`src/rtl/flash_guard_pkg.sv`:
```
package flash_guard_pkg;

   localparam int FG_DATA_W = 8;
   localparam int FG_SEC_W  = 3;

   typedef enum logic [2:0] {
      JT_READ   = 3'd0,
      JT_WRITE  = 3'd1,
      JT_SETSEC = 3'd2,
      JT_ERASE  = 3'd3,
      JT_DEBUG  = 3'd4
   } jt_cmd_e;

   typedef struct packed {
      logic                 req;
      logic                 we;
      logic                 erase;
      logic                 aux;
      logic [FG_SEC_W-1:0]  sector;
      logic [FG_DATA_W-1:0] wdata;
      logic                 from_jtag;
   } fl_cmd_t;

endpackage

```
`src/rtl/fg_prot_regs.sv`:
```
module fg_prot_regs
   import flash_guard_pkg::*;
#(
   parameter int             MAIN_SECTORS = 8,
   parameter int             AUX_SECTORS  = 4,
   parameter logic [7:0]     MAIN_OFS     = 8'hC0,
   parameter logic [7:0]     AUX_OFS      = 8'hC2
) (
   input  logic                    clk,
   input  logic                    rst_n,
   input  logic [MAIN_SECTORS-1:0] nv_main,
   input  logic [AUX_SECTORS-1:0]  nv_aux,
   input  logic                    nv_secure,
   input  logic                    wr,
   input  logic [7:0]              addr,
   input  logic [7:0]              wdata,
   input  logic                    set_secure,
   input  logic                    clear_all,
   output logic [7:0]              rdata,
   output logic [7:0]              main_pad,
   output logic [7:0]              aux_pad,
   output logic                    secure
);

   localparam int PAD_W = 8;

   logic [MAIN_SECTORS-1:0] main_q;
   logic [AUX_SECTORS-1:0]  aux_q;
   logic                    secure_q;
   logic [PAD_W-1:0]        main_view;
   logic [PAD_W-1:0]        aux_view;

   always_ff @(posedge clk) begin
      if (!rst_n) begin
         main_q   <= nv_main;
         aux_q    <= nv_aux;
         secure_q <= nv_secure;
      end else if (clear_all) begin
         main_q   <= '0;
         aux_q    <= '0;
         secure_q <= 1'b0;
      end else begin
         if (wr && addr == MAIN_OFS) main_q <= wdata[MAIN_SECTORS-1:0];
         if (wr && addr == AUX_OFS)  aux_q  <= wdata[AUX_SECTORS-1:0];
         if (set_secure)             secure_q <= 1'b1;
      end
   end

   // Sectors beyond the configured count read as 0 but gate as protected.
   for (genvar i = 0; i < PAD_W; i++) begin : g_main_bit
      if (i < MAIN_SECTORS) begin : g_live
         assign main_view[i] = main_q[i];
         assign main_pad[i]  = main_q[i];
      end else begin : g_absent
         assign main_view[i] = 1'b0;
         assign main_pad[i]  = 1'b1;
      end
   end

   for (genvar i = 0; i < PAD_W; i++) begin : g_aux_bit
      if (i < AUX_SECTORS) begin : g_live
         assign aux_view[i] = aux_q[i];
         assign aux_pad[i]  = aux_q[i];
      end else begin : g_absent
         assign aux_view[i] = 1'b0;
         assign aux_pad[i]  = 1'b1;
      end
   end

   always_comb begin
      if (addr == MAIN_OFS)
         rdata = main_view;
      else if (addr == AUX_OFS)
         rdata = {secure_q, 3'b000, aux_view[3:0]};
      else
         rdata = 8'h00;
   end

   assign secure = secure_q;

endmodule

```
`src/rtl/fg_erase_ctl.sv`:
```
module fg_erase_ctl (
   input  logic clk,
   input  logic rst_n,
   input  logic start,
   input  logic done,
   output logic busy,
   output logic clear_all
);

   logic busy_q;

   always_ff @(posedge clk) begin
      if (!rst_n)
         busy_q <= 1'b0;
      else if (busy_q && done)
         busy_q <= 1'b0;
      else if (start)
         busy_q <= 1'b1;
   end

   assign busy      = busy_q;
   assign clear_all = busy_q && done;

endmodule

```
`src/rtl/fg_policy.sv`:
```
module fg_policy
   import flash_guard_pkg::*;
(
   input  logic                 supply_ok,
   input  logic                 busy,
   input  logic                 secure,
   input  logic [7:0]           main_pad,
   input  logic [7:0]           aux_pad,
   input  logic                 cpu_req,
   input  logic                 cpu_we,
   input  logic                 cpu_aux,
   input  logic [FG_SEC_W-1:0]  cpu_sector,
   input  logic [FG_DATA_W-1:0] cpu_wdata,
   input  logic                 jt_req,
   input  logic [2:0]           jt_cmd,
   input  logic                 jt_aux,
   input  logic [FG_SEC_W-1:0]  jt_sector,
   input  logic [FG_DATA_W-1:0] jt_wdata,
   output fl_cmd_t              nxt,
   output logic                 cpu_bad,
   output logic                 jt_bad,
   output logic                 jt_rd_ok,
   output logic                 jt_set_ok,
   output logic                 jt_erase_ok,
   output logic                 jt_dbg_ok
);

   logic prot_cpu, prot_jt;
   logic cpu_ok, jt_go, jt_wr_ok, jt_ok;

   always_comb begin
      prot_cpu = cpu_aux ? aux_pad[cpu_sector] : main_pad[cpu_sector];
      prot_jt  = jt_aux  ? aux_pad[jt_sector]  : main_pad[jt_sector];

      cpu_ok  = cpu_req && !busy && (!cpu_we || (supply_ok && !prot_cpu));
      cpu_bad = cpu_req && !cpu_ok;

      jt_go       = jt_req && !cpu_req && !busy;
      jt_rd_ok    = 1'b0;
      jt_wr_ok    = 1'b0;
      jt_set_ok   = 1'b0;
      jt_erase_ok = 1'b0;
      jt_dbg_ok   = 1'b0;
      case (jt_cmd)
         JT_READ:   jt_rd_ok    = jt_go && !secure;
         JT_WRITE:  jt_wr_ok    = jt_go && !secure && supply_ok && !prot_jt;
         JT_SETSEC: jt_set_ok   = jt_go && !secure;
         JT_ERASE:  jt_erase_ok = jt_go && supply_ok;
         JT_DEBUG:  jt_dbg_ok   = jt_go && !secure;
         default:   ;
      endcase
      jt_ok  = jt_rd_ok || jt_wr_ok || jt_set_ok || jt_erase_ok || jt_dbg_ok;
      jt_bad = jt_req && !jt_ok;

      nxt = '0;
      if (cpu_ok) begin
         nxt.req    = 1'b1;
         nxt.we     = cpu_we;
         nxt.aux    = cpu_aux;
         nxt.sector = cpu_sector;
         nxt.wdata  = cpu_wdata;
      end else if (jt_rd_ok || jt_wr_ok || jt_erase_ok) begin
         nxt.req       = 1'b1;
         nxt.we        = jt_wr_ok;
         nxt.erase     = jt_erase_ok;
         nxt.aux       = jt_aux;
         nxt.sector    = jt_sector;
         nxt.wdata     = jt_wdata;
         nxt.from_jtag = 1'b1;
      end
   end

endmodule

```
`src/rtl/flash_guard.sv`:
```
module flash_guard
   import flash_guard_pkg::*;
#(
   parameter int         MAIN_SECTORS = 8,
   parameter int         AUX_SECTORS  = 4,
   parameter logic [7:0] MAIN_OFS     = 8'hC0,
   parameter logic [7:0] AUX_OFS      = 8'hC2
) (
   input  logic                    clk,
   input  logic                    rst_n,
   input  logic                    supply_ok,
   input  logic [MAIN_SECTORS-1:0] nv_main_prot,
   input  logic [AUX_SECTORS-1:0]  nv_aux_prot,
   input  logic                    nv_secure,
   input  logic                    cpu_reg_wr,
   input  logic [7:0]              cpu_reg_addr,
   input  logic [7:0]              cpu_reg_wdata,
   output logic [7:0]              cpu_reg_rdata,
   input  logic                    cpu_req,
   input  logic                    cpu_we,
   input  logic                    cpu_aux,
   input  logic [2:0]              cpu_sector,
   input  logic [7:0]              cpu_wdata,
   output logic                    cpu_err,
   input  logic                    jt_req,
   input  logic [2:0]              jt_cmd,
   input  logic                    jt_aux,
   input  logic [2:0]              jt_sector,
   input  logic [7:0]              jt_wdata,
   output logic [7:0]              jt_rdata,
   output logic                    jt_err,
   output logic                    jt_dbg_grant,
   output logic                    fl_req,
   output logic                    fl_we,
   output logic                    fl_erase,
   output logic                    fl_aux,
   output logic [2:0]              fl_sector,
   output logic [7:0]              fl_wdata,
   output logic                    fl_from_jtag,
   input  logic [7:0]              fl_rdata,
   input  logic                    fl_erase_done,
   output logic                    erase_busy
);

   if (MAIN_SECTORS < 1 || MAIN_SECTORS > 8) begin : g_bad_main
      $error("flash_guard: MAIN_SECTORS must be 1..8");
   end
   if (AUX_SECTORS < 1 || AUX_SECTORS > 4) begin : g_bad_aux
      $error("flash_guard: AUX_SECTORS must be 1..4");
   end
   if (MAIN_OFS == AUX_OFS) begin : g_bad_ofs
      $error("flash_guard: register offsets must differ");
   end

   logic [7:0] main_pad, aux_pad;
   logic       secure;
   logic       clear_all;
   fl_cmd_t    nxt, cmd_q;
   logic       cpu_bad, jt_bad, jt_rd_ok, jt_set_ok, jt_erase_ok, jt_dbg_ok;
   logic       cpu_err_q, jt_err_q, dbg_q, rd_ok_q;

   fg_prot_regs #(
      .MAIN_SECTORS(MAIN_SECTORS),
      .AUX_SECTORS (AUX_SECTORS),
      .MAIN_OFS    (MAIN_OFS),
      .AUX_OFS     (AUX_OFS)
   ) u_regs (
      .clk       (clk),
      .rst_n     (rst_n),
      .nv_main   (nv_main_prot),
      .nv_aux    (nv_aux_prot),
      .nv_secure (nv_secure),
      .wr        (cpu_reg_wr),
      .addr      (cpu_reg_addr),
      .wdata     (cpu_reg_wdata),
      .set_secure(jt_set_ok),
      .clear_all (clear_all),
      .rdata     (cpu_reg_rdata),
      .main_pad  (main_pad),
      .aux_pad   (aux_pad),
      .secure    (secure)
   );

   fg_erase_ctl u_erase (
      .clk      (clk),
      .rst_n    (rst_n),
      .start    (jt_erase_ok),
      .done     (fl_erase_done),
      .busy     (erase_busy),
      .clear_all(clear_all)
   );

   fg_policy u_policy (
      .supply_ok  (supply_ok),
      .busy       (erase_busy),
      .secure     (secure),
      .main_pad   (main_pad),
      .aux_pad    (aux_pad),
      .cpu_req    (cpu_req),
      .cpu_we     (cpu_we),
      .cpu_aux    (cpu_aux),
      .cpu_sector (cpu_sector),
      .cpu_wdata  (cpu_wdata),
      .jt_req     (jt_req),
      .jt_cmd     (jt_cmd),
      .jt_aux     (jt_aux),
      .jt_sector  (jt_sector),
      .jt_wdata   (jt_wdata),
      .nxt        (nxt),
      .cpu_bad    (cpu_bad),
      .jt_bad     (jt_bad),
      .jt_rd_ok   (jt_rd_ok),
      .jt_set_ok  (jt_set_ok),
      .jt_erase_ok(jt_erase_ok),
      .jt_dbg_ok  (jt_dbg_ok)
   );

   always_ff @(posedge clk) begin
      if (!rst_n) begin
         cmd_q     <= '0;
         cpu_err_q <= 1'b0;
         jt_err_q  <= 1'b0;
         dbg_q     <= 1'b0;
         rd_ok_q   <= 1'b0;
      end else begin
         cmd_q     <= nxt;
         cpu_err_q <= cpu_bad;
         jt_err_q  <= jt_bad;
         dbg_q     <= jt_dbg_ok;
         rd_ok_q   <= jt_rd_ok;
      end
   end

   assign fl_req       = cmd_q.req;
   assign fl_we        = cmd_q.we;
   assign fl_erase     = cmd_q.erase;
   assign fl_aux       = cmd_q.aux;
   assign fl_sector    = cmd_q.sector;
   assign fl_wdata     = cmd_q.wdata;
   assign fl_from_jtag = cmd_q.from_jtag;
   assign cpu_err      = cpu_err_q;
   assign jt_err       = jt_err_q;
   assign jt_dbg_grant = dbg_q;
   assign jt_rdata     = rd_ok_q ? fl_rdata : 8'h00;

endmodule

```
`config.mk`:
```
export PLATFORM = sky130hd
export DESIGN_NAME = flash_guard
export DESIGN_NICKNAME = d
export VERILOG_FILES = /design/src/rtl/flash_guard_pkg.sv /design/src/rtl/fg_prot_regs.sv /design/src/rtl/fg_erase_ctl.sv /design/src/rtl/fg_policy.sv /design/src/rtl/flash_guard.sv
export SDC_FILE = /design/constraint.sdc
export NUM_CORES = 1
export LEC_CHECK = 0
export ABC_AREA = 1
export BUFFER_PORTS_ARGS = -buffer_cell sky130_fd_sc_hd__clkbuf_2
export CAP_MARGIN = 20
export CORE_ASPECT_RATIO = 1.1
export CORE_MARGIN = 3
export CORE_UTILIZATION = 39
export CTS_CLUSTER_DIAMETER = 150
export DETAILED_ROUTE_END_ITERATION = 10
export GPL_ROUTABILITY_DRIVEN = 0
export HOLD_SLACK_MARGIN = 0.05
export PLACE_DENSITY_LB_ADDON = 0.05
export SETUP_SLACK_MARGIN = 0.02
export SLEW_MARGIN = 0
export SYNTH_ARGS = -nofsm -noshare
export SYNTH_HDL_FRONTEND = slang
export SYNTH_SLANG_ARGS = --single-unit
```
`constraint.sdc`:
```
create_clock -name clk -period 2 [get_ports clk]
set_clock_uncertainty 0.15 [all_clocks]
set_input_delay 0.4 -clock clk [delete_from_list [all_inputs] [get_ports clk]]
set_output_delay 0.4 -clock clk [all_outputs]
set_load 0.02 [all_outputs]
```
# Yosys cells after proc, flatten, opt, wreduce, memory -nomap -nowiden
# Cells that the tools add are included.
# totals
wordCells,90
ram_bits,0
latchBits,0
inputBits,72
romBits,0
mem_count,0
regBits,34
# classes
n_addsub,0
n_mux,30
n_bitwise,2
div,0
eq_ne,9
shift,0
n_lt_le_gt_ge,2
n_reduce_logical,32
multipliers,0
# op_table
cell,n
$mux 8,6
$eq 8x8->1 const B,2
$mux 16,1
$logic_and 1x1->1,14
$mux 1,14
$bmux 1 s3,4
$mux 12,1
$mux 4,3
$ne 3x1->1 const B,3
$logic_not 1->1,8
$lt 3x4->1 const B,2
$eq 3x2->1 const B,2
$logic_or 1x1->1,6
$reduce_or 2->1,2
$eq 3x1->1 const B,1
$eq 3x3->1 const B,1
$logic_not 3->1,1
$reduce_or 3->1,1
$mux 2,1
$not 1->1,2

# Longest topological paths before layout
# Gate-level depths: netlist of the first run.
# depth
ltp_word,13
ltp_mapped,12
ltp_nobuf,10

# Modules after synthesis
# A second synthesis of the first run with hierarchy kept.
# hier_totals
cells_unflattened,326
hier_area_um2,2183.3
# modules_own_cells
module,instances,cells_each,area_each_um2
fg_prot_regs,1,90,778.2
fg_policy,1,151,733.2
flash_guard,1,79,630.6
fg_erase_ctl,1,6,41.3

# Worst setup path after synthesis of the first run
# Ideal clock, no wire load.
# synth_timing
path_type,input to register
start,input cpu_reg_addr[0]
end,"register u_regs.main_q[0], in the netlist u_regs.main_pad[0], enable pin"
path_buffers,0
arrival_time_ps,1535
required_time_ps,1466
setup_slack_ps,-69
stages,3
path_cell_list,nor3_1 -> nand3b_1 -> o21ai_0
# synth_between
elab_chain_cells,3
# synth_rtl
element,line_no,text
"start, declared",flash_guard.sv:16,"input logic [7:0] cpu_reg_addr,"
$eq 8x8->1,fg_prot_regs.sv:43,if (wr && addr == MAIN_OFS) main_q <= wdata[MAIN_SECTORS-1:0];
$logic_and 1x1->1,fg_prot_regs.sv:43,
$ne 3x1->1 (no line),-,
"end signal, assigned",fg_prot_regs.sv:35,main_q <= nv_main;
"end signal, assigned",fg_prot_regs.sv:43,
"end, declared",fg_prot_regs.sv:27,logic [MAIN_SECTORS-1:0] main_q;
# Every way passes these cells.
# A chain may end at the register's enable or synchronous reset.

# Final worst setup path of the first run
# layout_timing
start,input cpu_reg_addr[5]
end,output cpu_reg_rdata[2]
# layout_between
elab_chain_cells,3
# layout_rtl
element,line_no,text
$eq 8x8->1,fg_prot_regs.sv:73,else if (addr == AUX_OFS)
$mux 8,fg_prot_regs.sv:73,
$mux 8 (*),fg_prot_regs.sv:71,if (addr == MAIN_OFS)
"end, declared",flash_guard.sv:18,"output logic [7:0] cpu_reg_rdata,"
# Every way passes the cells marked *; elsewhere a longest branch is shown, timed or not.

==> reports/results.txt, run 1 <==
nets@finish = 428
Die X-Extent = 70.6 um
largest net degree at the start of global routing = 18
post-route ant nets = 0
M1 GR Usage = 20.3%
Final Total Pwr = 1.53 mW
relative max-transition margin = 73.4%
Worst Setup End Kind = primary output
fmax = 538 MHz
Final setup viols = 0
first-pass GRT wire length = 7760 um
most frequent cells in the layout = clkbuf_2, nand2_1, inv_1, dfxtp_1, nand3_1
Final Util = 57.1%
Initial Utilization = 41.2%
Tightest Pin Transition = 0.395 ns
period utilisation layout = 93.0%
cells after synthesis = 244
Seq/Total Area, Yosys = 45.3%
final non-filler cell total = 411
die area = 0.00544 mm^2
most used routing layer = met2
area grow syn2layout = 38.6%
Internal = 1.12 mW
detailed placer's ending HPWL = 3870 um
pre-CTS WS = -0.0512 ns
Flop pwr share = 50.6%
Max Cap Violations = 0
Mapped Area = 0.00179 mm^2
Starting DRT DRC Count = 79
setup slack after layout = 0.140 ns
Worst-path clk slew = 0.07 ns
diode count = 0
CTS Buf Count = 5
routed wire length per instance = 11.4 um
syn nets = 316
chip height = 77.1 um
most common cell after layout, fill and taps aside = clkbuf_2
Cell Rows = 25
WS Path Type = primary input to primary output
H-tree depth reported by CTS = 2
Overflow after GRT = 0
CTS root buf = clkbuf_8
Final Hold Vio Count = 0
internal reg-to-reg setup slack = 0.34 ns
Peak VDD IR = 317 uV
clk sinks = 34
Yosys top cell area share = 23.5%
synth top area cells = dfxtp_1, edfxtp_1, nand2_1
Req. time, crit path = 1.45 ns
vias in the first global route = 1814
fill count = 454
Mean Syn Cell Area = 7.34 um^2
IO Count = 108
Clk pwr share = 31.4%
Crit Path Max Fanout = 9
P_leak = 1.36 nW
Top delay family on crit path = buffers and inverters
worst-path cell chain = clkbuf_2, nor3_2, nand3b_1, buf_4, o22ai_1, clkbuf_2
DRC viols = 0
Clk Latency, worst-skew pair = 0.28 ns
vias per inst = 4.64
Core ar. = 0.00435 mm^2
met2 Usage GRT = 30.6%
CTS max path bufs = 2
RSZ-0062 raised after global routing = false
Buffers on Ports = 107
Logic pwr share = 18.0%
slowest cell on the critical path = nor3_2
gr usage total = 17.6%
switching power = 0.412 mW
WL final = 4710 um
met3 Use GR = 5.11%
multi-input logic area = 763 um^2
layout cell share with drive strength beyond 1 = 38.1%
Power Density = 616 mW/mm^2
via count = 1908
min-delay worst type = primary input to flop
dpl cells = 402
register bit count reported by yosys = 34
register area = 811 um^2
initial antenna violation count = 0
YS warnings = 0
crit-path max cell delay = 0.22 ns
most used cell along the critical path = clkbuf_2
Sw Ratio = 27.0%
CP Data Arrival Time = 1.31 ns
Synth cell types = 26
Synth area leader = dfxtp_1
crit start category = primary input
outcome = completed
fin. max-slew vios = 0
crit path buf inv count = 3
CTS tree = yes
Tmin final = 1.86 ns
drt pass-1 iters = 4
==> timing repair <==
action,4_1_cts,5_1_grt
setup endpoints to repair,5,6
gates resized for setup,0,3
hold buffers,0,0
pin swaps,1,0
buffers inserted,1,0
==> cell usage after synthesis, drive strengths merged <==
master   n
edfxtp  13
nor3     4
o211ai   3
a21oi   16
o22ai    5
nand3   20
clkbuf   4
nor4     2
nor2    12
nand4    2
o21ai   11
buf      5
nand2   74
a22o     4
inv     45
nand3b   2
dfxtp   21
a31oi    1
==> metal layers <==
layer  share of wire (%)  vias to the layer above
met3                 8.7                        9
met2                  49                       74
met4                 1.7                        0
li1                    -                     1006
met5                   0                        -
met1                  41                      819
==> power groups by stage <==
stage / combinational, mW / sequential (mW) / clock (mW)
5_1_grt: 0.308 / 0.777 / 0.527
3_5_place_dp: 0.274 / 0.788 / 0
3_3_place_gp: 0.273 / 0.788 / 0
2_1_floorplan: 0.131 / 0.807 / 0
6_report: 0.275 / 0.773 / 0.480
4_1_cts: 0.276 / 0.773 / 0.493
==> worst paths after layout <==
| path | startpoint | end | depth (start not counted) |
|---|---|---|---|
| setup reg to reg | u_erase.busy | fl_wdata[6] | 9 |
| hold reg to reg | u_erase.busy | u_erase.busy | 2 |
| hold / removal | jt_wdata[2] | fl_wdata[2] | 3 |
| setup / recovery | cpu_reg_addr[5] | cpu_reg_rdata[2] | 6 |
==> cells by family after synthesis <==
group / count (synthesis) / share of synthesized area (%)
simple gates: 116 / 27.7
compound gates: 40 / 14.1
buf+inv: 54 / 12.9
flops: 34 / 45.3
==> tightest hold or removal path, cell delays in order <==
cell and delay, ns:
clkbuf_2 0.08, nand2_1 0.05, a21oi_1 0.05
==> flip-flops by register name, indices dropped and copies added (netlist names) <==
register / flops
rd_ok_q: 1
fl_from_jtag: 1
fl_sector: 3
jt_err: 1
jt_dbg_grant: 1
fl_req: 1
u_regs.aux_q: 4
fl_wdata: 8
u_erase.busy: 1
u_regs.secure: 1
fl_erase: 1
fl_we: 1
cpu_err: 1
fl_aux: 1
u_regs.main_pad: 8
==> per-stage QoR <==
stage | setup TNS (ns) | hold WS [ns] | area [um^2]
after global routing | 0 | 0.196 | 2480
after floorplan | 0 | 0.326 | 1790
after global placement | 0 | 0.357 | 2380
after CTS | 0 | 0.178 | 2470
after detailed placement | -0.148 | 0.363 | 2380
final | 0 | 0.185 | 2480
==> cell type report <==
type	count	share of cell area [%]
inverters	45	6.91
clock buffers	6	2.92
clock inverters	2	0.353
flip-flops and latches	34	32.7
repair buffers	114	23.7
well taps	54	2.72
multi-input cells	156	30.7
(Power assumes the default switching activity.)
==> run 2, diff against run 1 <==
Settings changed: PLACE_DENSITY from default to 0.76, PLACE_DENSITY_LB_ADDON 0.05 to default, SETUP_SLACK_MARGIN 0.02 to 0.3.
==> run 2 against run 1 <==
- via count is 7.3% higher
- wire length up 19%
- core utilization up 6.9 points
- die area did not move
- non-clock buffer count up 5
- highest routed layer unchanged
- count of clock-buffer cells in the layout up 1
- final area grew 12%
==> reports/results.txt, run 2 (same netlist as run 1, synthesis figures left out) <==
Clk Latency, worst-skew pair = 0.28 ns (about the same)
wire length on met3 = 478 um (was 409 um)
Final Hold Vio Count = 0 (unchanged)
die area = 0.00544 mm^2 (unchanged)
met2 WL = 2860 um (was 2290 um)
drt pass-1 iters = 7 (was 4)
detailed placer's ending HPWL = 3990 um (was 3870 um)
chip height = 77.1 um (unchanged)
Die X-Extent = 70.6 um (unchanged)
Max Cap Violations = 0 (unchanged)
clk sinks = 34 (unchanged)
H-tree depth reported by CTS = 2 (unchanged)
Min Hold Slack = 0.171 ns (was 0.185 ns)
number of hold buffers added after CTS = 0 (unchanged)
initial antenna violation count = 0 (unchanged)
slowest cell on the critical path = nor3_4 (was nor3_2)
Levels on crit path = 7 (was 6)
post-route ant nets = 0 (unchanged)
largest net degree at the start of global routing = 21 (was 18)
vias per inst = 4.90 (was 4.64)
Top Metal Used = met4 (unchanged)
setup total negative slack = 0 ns (unchanged)
Core ar. = 0.00435 mm^2 (unchanged)
Worst R2R End = fl_sector[2] (was fl_wdata[6])
crit-path max cell delay = 0.19 ns (was 0.22 ns)
Critical R2R Launch = u_regs.main_pad[7] (was u_erase.busy)
Cell Rows = 25 (unchanged)
Req. time, crit path = 1.45 ns (about the same)
RSZ-0062 raised after global routing = true (was false)
Peak VDD IR = 493 uV (was 317 uV)
R2R cell count = 9 (unchanged)
Tmin final = 1.92 ns (was 1.86 ns)
vias in the first global route = 1978 (was 1814)
internal reg-to-reg setup slack = 0.40 ns (was 0.34 ns)
period utilisation layout = 96.2% (was 93.0%)
area grow syn2layout = 55.4% (was 38.6%)
Power Density = 578 mW/mm^2 (was 616 mW/mm^2)
outcome = completed (unchanged)
crit path buf inv count = 3 (unchanged)
most common cell after layout, fill and taps aside = clkbuf_2 (unchanged)
WS Path Type = primary input to primary output (unchanged)
CTS Buf Count = 5 (unchanged)
P_leak = 1.45 nW (was 1.36 nW)
CTS tree = yes (unchanged)
fmax = 520 MHz (was 538 MHz)
routed wire length per instance = 13.3 um (was 11.4 um)
Overflow after GRT = 0 (unchanged)
first-pass GRT wire length = 8580 um (was 7760 um)
fin. max-slew vios = 0 (unchanged)
most used cell along the critical path = buf_6 (was clkbuf_2)
CP Data Arrival Time = 1.37 ns (was 1.31 ns)
M1 WL = 2140 um (was 1920 um)
worst-path cell chain = buf_6, nand2_4, nor3_4, nand3b_1, buf_6, o22ai_2, buf_6 (was clkbuf_2, nor3_2, nand3b_1, buf_4, o22ai_1, clkbuf_2)
layout cell share with drive strength beyond 1 = 44.8% (was 38.1%)
CTS root buf = clkbuf_8 (unchanged)
Critical Path Source = cpu_reg_addr[7] (was cpu_reg_addr[5])
Worst-path clk slew = 0.06 ns (was 0.07 ns)
via count = 2047 (was 1908)
crit start category = primary input (unchanged)
min-delay worst type = primary input to flop (unchanged)
WL final = 5580 um (was 4710 um)
Starting DRT DRC Count = 131 (was 79)
fill count = 401 (was 454)
gr usage total = 19.5% (was 17.6%)
Final setup viols = 0 (unchanged)
CTS max path bufs = 2 (unchanged)
relative max-transition margin = 78.2% (was 73.4%)
IO Count = 108 (unchanged)
Initial Utilization = 41.2% (unchanged)
Tightest Pin Transition = 0.325 ns (was 0.395 ns)
nets@finish = 435 (was 428)
diode count = 0 (unchanged)
Setup crit end = cpu_reg_rdata[0] (was cpu_reg_rdata[2])
DRC viols = 0 (unchanged)
Worst Setup End Kind = primary output (unchanged)
most frequent cells in the layout = clkbuf_2, nand2_1, inv_1, dfxtp_1, nand3_1 (unchanged)
Top delay family on crit path = buffers and inverters (unchanged)
Crit Path Max Fanout = 5 (was 9)
Buffers on Ports = 107 (unchanged)
run 2: cell count changes in the layout (fill, tap and decap cells not counted), moves of 3 or more:
cell	before	now
o22ai_1	5	0
nand2_1	72	69
buf_6	0	15
nor2_1	11	8
nand2_4	0	3
o22ai_2	0	3
nor2_4	0	4
clkbuf_2	107	96
run 2: layer usage:
metal	track usage (%)	vias up
met2	34.2	122
met5	0	-
met4	8.83	0
li1	-	1022
met1	22.2	886
met3	4.72	17
run 2: report_power, final:
group          switching (mW)  total (mW)  leakage [nW]  internal [mW]
sequential             0.0143       0.774         0.301          0.760
clock                   0.239       0.516        0.0482          0.277
combinational           0.186       0.318          1.10          0.132
total                   0.439        1.61          1.45           1.17
run 2: timing repair:
item,CTS,global route
gates resized for setup,16,51
cloned,0,3
pin swaps,1,10
endpoints found under the setup margin,8,28
setup buffers,2,4
run 2: per-stage QoR:
stage	instances	utilization [%]	worst slack (ns)	instance area (um^2)	total power, mW
floorplan	244	-	0.182	1790	0.938
global placement	401	54.9	0.0714	2390	1.06
detailed placement	401	54.9	-0.0435	2390	1.07
CTS	411	58.9	0.172	2560	1.58
global route	418	64.0	0.0315	2780	1.69
finish	418	64.0	0.0767	2780	1.61
run 2: how the worst min path moves through the flow:
stage / start / to / slack [ns] / cells past startpoint
finish: jt_cmd[2] / rd_ok_q / 0.17 / 2
global placement: u_erase.busy / u_erase.busy / 0.36 / 2
detailed placement: u_erase.busy / u_erase.busy / 0.37 / 2
global route: jt_cmd[2] / rd_ok_q / 0.18 / 2
CTS: jt_cmd[2] / rd_ok_q / 0.17 / 2
floorplan: jt_cmd[2] / rd_ok_q / 0.33 / 1
run 2: cell type report:
cell class | instances | area, um^2 | share of cell area, %
multi-input cells | 158 | 917 | 33.0
flip-flops and latches | 34 | 813 | 29.2
repair buffers | 119 | 722 | 25.9
inverters | 45 | 171 | 6.16
clock buffers | 7 | 86.3 | 3.10
well taps | 54 | 67.6 | 2.43
clock inverters | 1 | 5.00 | 0.180
==> run 3, diff against run 2 <==
Settings changed: CELL_PAD_IN_SITES_DETAIL_PLACEMENT from default to 0, CELL_PAD_IN_SITES_GLOBAL_PLACEMENT from default to 1, CORE_UTILIZATION 39 to 29, PLACE_DENSITY 0.76 to default, PLACE_DENSITY_LB_ADDON from default to 0.1.
Clock period 2 ns to 2.19 ns, I/O delays scaled along.
==> run 3 against run 2 <==
- final cell count rose by 3.6%
- via count shrank 5.9%
- global-route usage decreased by 4.7 points
- combinational power decreased by 19%
- register-to-register slack gained 0.14 ns
- worst setup slack better by 0.24 ns
- critical path type unchanged
- critical endpoint is now cpu_reg_rdata[1]
==> reports/results.txt, run 3 (same netlist as run 1, synthesis figures left out) <==
outcome = completed (unchanged)
layout cell share with drive strength beyond 1 = 38.2% (was 44.8%)
setup slack after layout = 0.313 ns (was 0.0767 ns)
Hold Path Stages = 2 (unchanged)
initial antenna violation count = 0 (unchanged)
Worst-path clk slew = 0.07 ns (was 0.06 ns)
most frequent cells in the layout = clkbuf_2, nand2_1, inv_1, dfxtp_1, nand3_1 (unchanged)
clk sinks = 34 (unchanged)
Top Metal Used = met4 (unchanged)
IO Count = 108 (unchanged)
chip height = 88.4 um (was 77.1 um)
CTS max path bufs = 2 (unchanged)
final non-filler cell total = 433 (was 418)
relative max-transition margin = 57.9% (was 78.2%)
WL final = 5150 um (was 5580 um)
Initial Utilization = 30.5% (was 41.2%)
Final Hold Vio Count = 0 (unchanged)
vias per inst = 4.45 (was 4.90)
DRC viols = 0 (unchanged)
number of hold buffers added after CTS = 0 (unchanged)
CP Data Arrival Time = 1.29 ns (was 1.37 ns)
H-tree depth reported by CTS = 2 (unchanged)
Cell Rows = 29 (was 25)
met2 WL = 2520 um (was 2860 um)
P_leak = 1.37 nW (was 1.45 nW)
Min Hold Slack = 0.217 ns (was 0.171 ns)
R2R cell count = 9 (unchanged)
Req. time, crit path = 1.60 ns (was 1.45 ns)
most common cell after layout, fill and taps aside = clkbuf_2 (unchanged)
Buffers on Ports = 107 (unchanged)
Hold Path Origin = jt_cmd[2] (unchanged)
Overflow after GRT = 0 (unchanged)
WS Path Type = primary input to primary output (unchanged)
Tmin final = 1.88 ns
largest net degree at the start of global routing = 22 (was 21)
fin area = 0.00255 mm^2 (was 0.00278 mm^2)
Starting DRT DRC Count = 60 (was 131)
Tightest Pin Transition = 0.631 ns (was 0.325 ns)
drt pass-1 iters = 4 (was 7)
vias in the first global route = 1854 (was 1978)
period utilisation layout = 85.7%
post-route ant nets = 0 (unchanged)
dpl cells = 424 (was 401)
nets@finish = 427 (was 435)
gr usage total = 14.8% (was 19.5%)
Post-DP Area = 0.00240 mm^2 (was 0.00239 mm^2)
Critical Path Source = cpu_reg_addr[6] (was cpu_reg_addr[7])
min-delay worst type = primary input to flop (unchanged)
fmax = 533 MHz
Power Density = 551 mW/mm^2 (was 578 mW/mm^2)
via count = 1926 (was 2047)
M1 WL = 2150 um (was 2140 um)
Clk Latency, worst-skew pair = 0.28 ns (about the same)
Final setup viols = 0 (unchanged)
fin. max-slew vios = 0 (unchanged)
die area = 0.00715 mm^2 (was 0.00544 mm^2)
Die X-Extent = 80.9 um (was 70.6 um)
Peak VDD IR = 248 uV (was 493 uV)
setup total negative slack = 0 ns (unchanged)
Max Cap Violations = 0 (unchanged)
RSZ-0062 raised after global routing = true (unchanged)
pre-CTS WS = 0.121 ns (was -0.0435 ns)
routed wire length per instance = 11.9 um (was 13.3 um)
CTS tree = yes (unchanged)
area grow syn2layout = 42.3% (was 55.4%)
Critical R2R Launch = u_regs.main_pad[7] (unchanged)
Crit Path Max Fanout = 9 (was 5)
Core ar. = 0.00588 mm^2 (was 0.00435 mm^2)
first-pass GRT wire length = 8120 um (was 8580 um)
Worst Setup End Kind = primary output (unchanged)
wire length on met3 = 437 um (was 478 um)
crit start category = primary input (unchanged)
diode count = 0 (unchanged)
CTS Buf Count = 5 (unchanged)
CTS root buf = clkbuf_8 (unchanged)
detailed placer's ending HPWL = 4230 um (was 3990 um)
-- run 3: cell count changes in the layout (fill, tap and decap cells not counted), sizes merged --
cell,previous run,this run
clkbuf,103,104
clkinv,1,2
nand2,76,74
buf,23,14
clkinvlp,0,1
-- run 3: worst paths after layout --
check                     endpoint  slack [ns]
setup reg to reg       fl_wdata[0]        0.54
hold / removal             rd_ok_q        0.22
hold reg to reg       u_erase.busy        0.37
setup / recovery  cpu_reg_rdata[1]        0.31
-- run 3: cell type report --
class,instances,area [um^2]
Inverter,45,171
Tap cell,77,96.3
Sequential cell,34,811
Timing Repair Buffer,113,604
Clock buffer,5,68.8
Clock inverter,3,16.3
Multi-Input combinational cell,156,781
Fill cell,668,3330
-- run 3: timing repair --
item | in CTS | in global routing
setup endpoints to repair | 8 | 17
pin swaps | 3 | 0
gates resized for setup | 7 | 16
cloned | 0 | 0
setup buffers | 1 | 0
-- run 3: report_power, final --
| group | total [mW] | leakage [nW] | internal (mW) | switching (mW) |
|---|---|---|---|---|
| registers | 0.705 | 0.300 | 0.694 | 0.0117 |
| clock network | 0.443 | 0.0416 | 0.217 | 0.226 |
| logic | 0.256 | 1.02 | 0.107 | 0.150 |
| total | 1.40 | 1.37 | 1.02 | 0.387 |
-- run 3: metrics by stage --
stage	util, %	total power [mW]
after global placement	40.8	0.974
after floorplan	-	0.856
after global routing	43.4	1.48
after detailed placement	40.8	0.975
after CTS	43.0	1.43
final	43.4	1.40
-- run 3: metal layers --
| layer | vias to the layer above | global-route usage, % |
|---|---|---|
| met3 | 4 | 4.48 |
| met1 | 847 | 17.7 |
| li1 | 1006 | - |
| met4 | 0 | 4.61 |
| met2 | 69 | 25.5 |
| met5 | - | 0 |
-- run 3: critical path, stage by stage --
cell and delay [ns]:
clkbuf_2 0.08, nand2_1 0.08, nor3_4 0.14, nand3b_1 0.11
buf_6 0.15, o22ai_1 0.12, buf_4 0.17
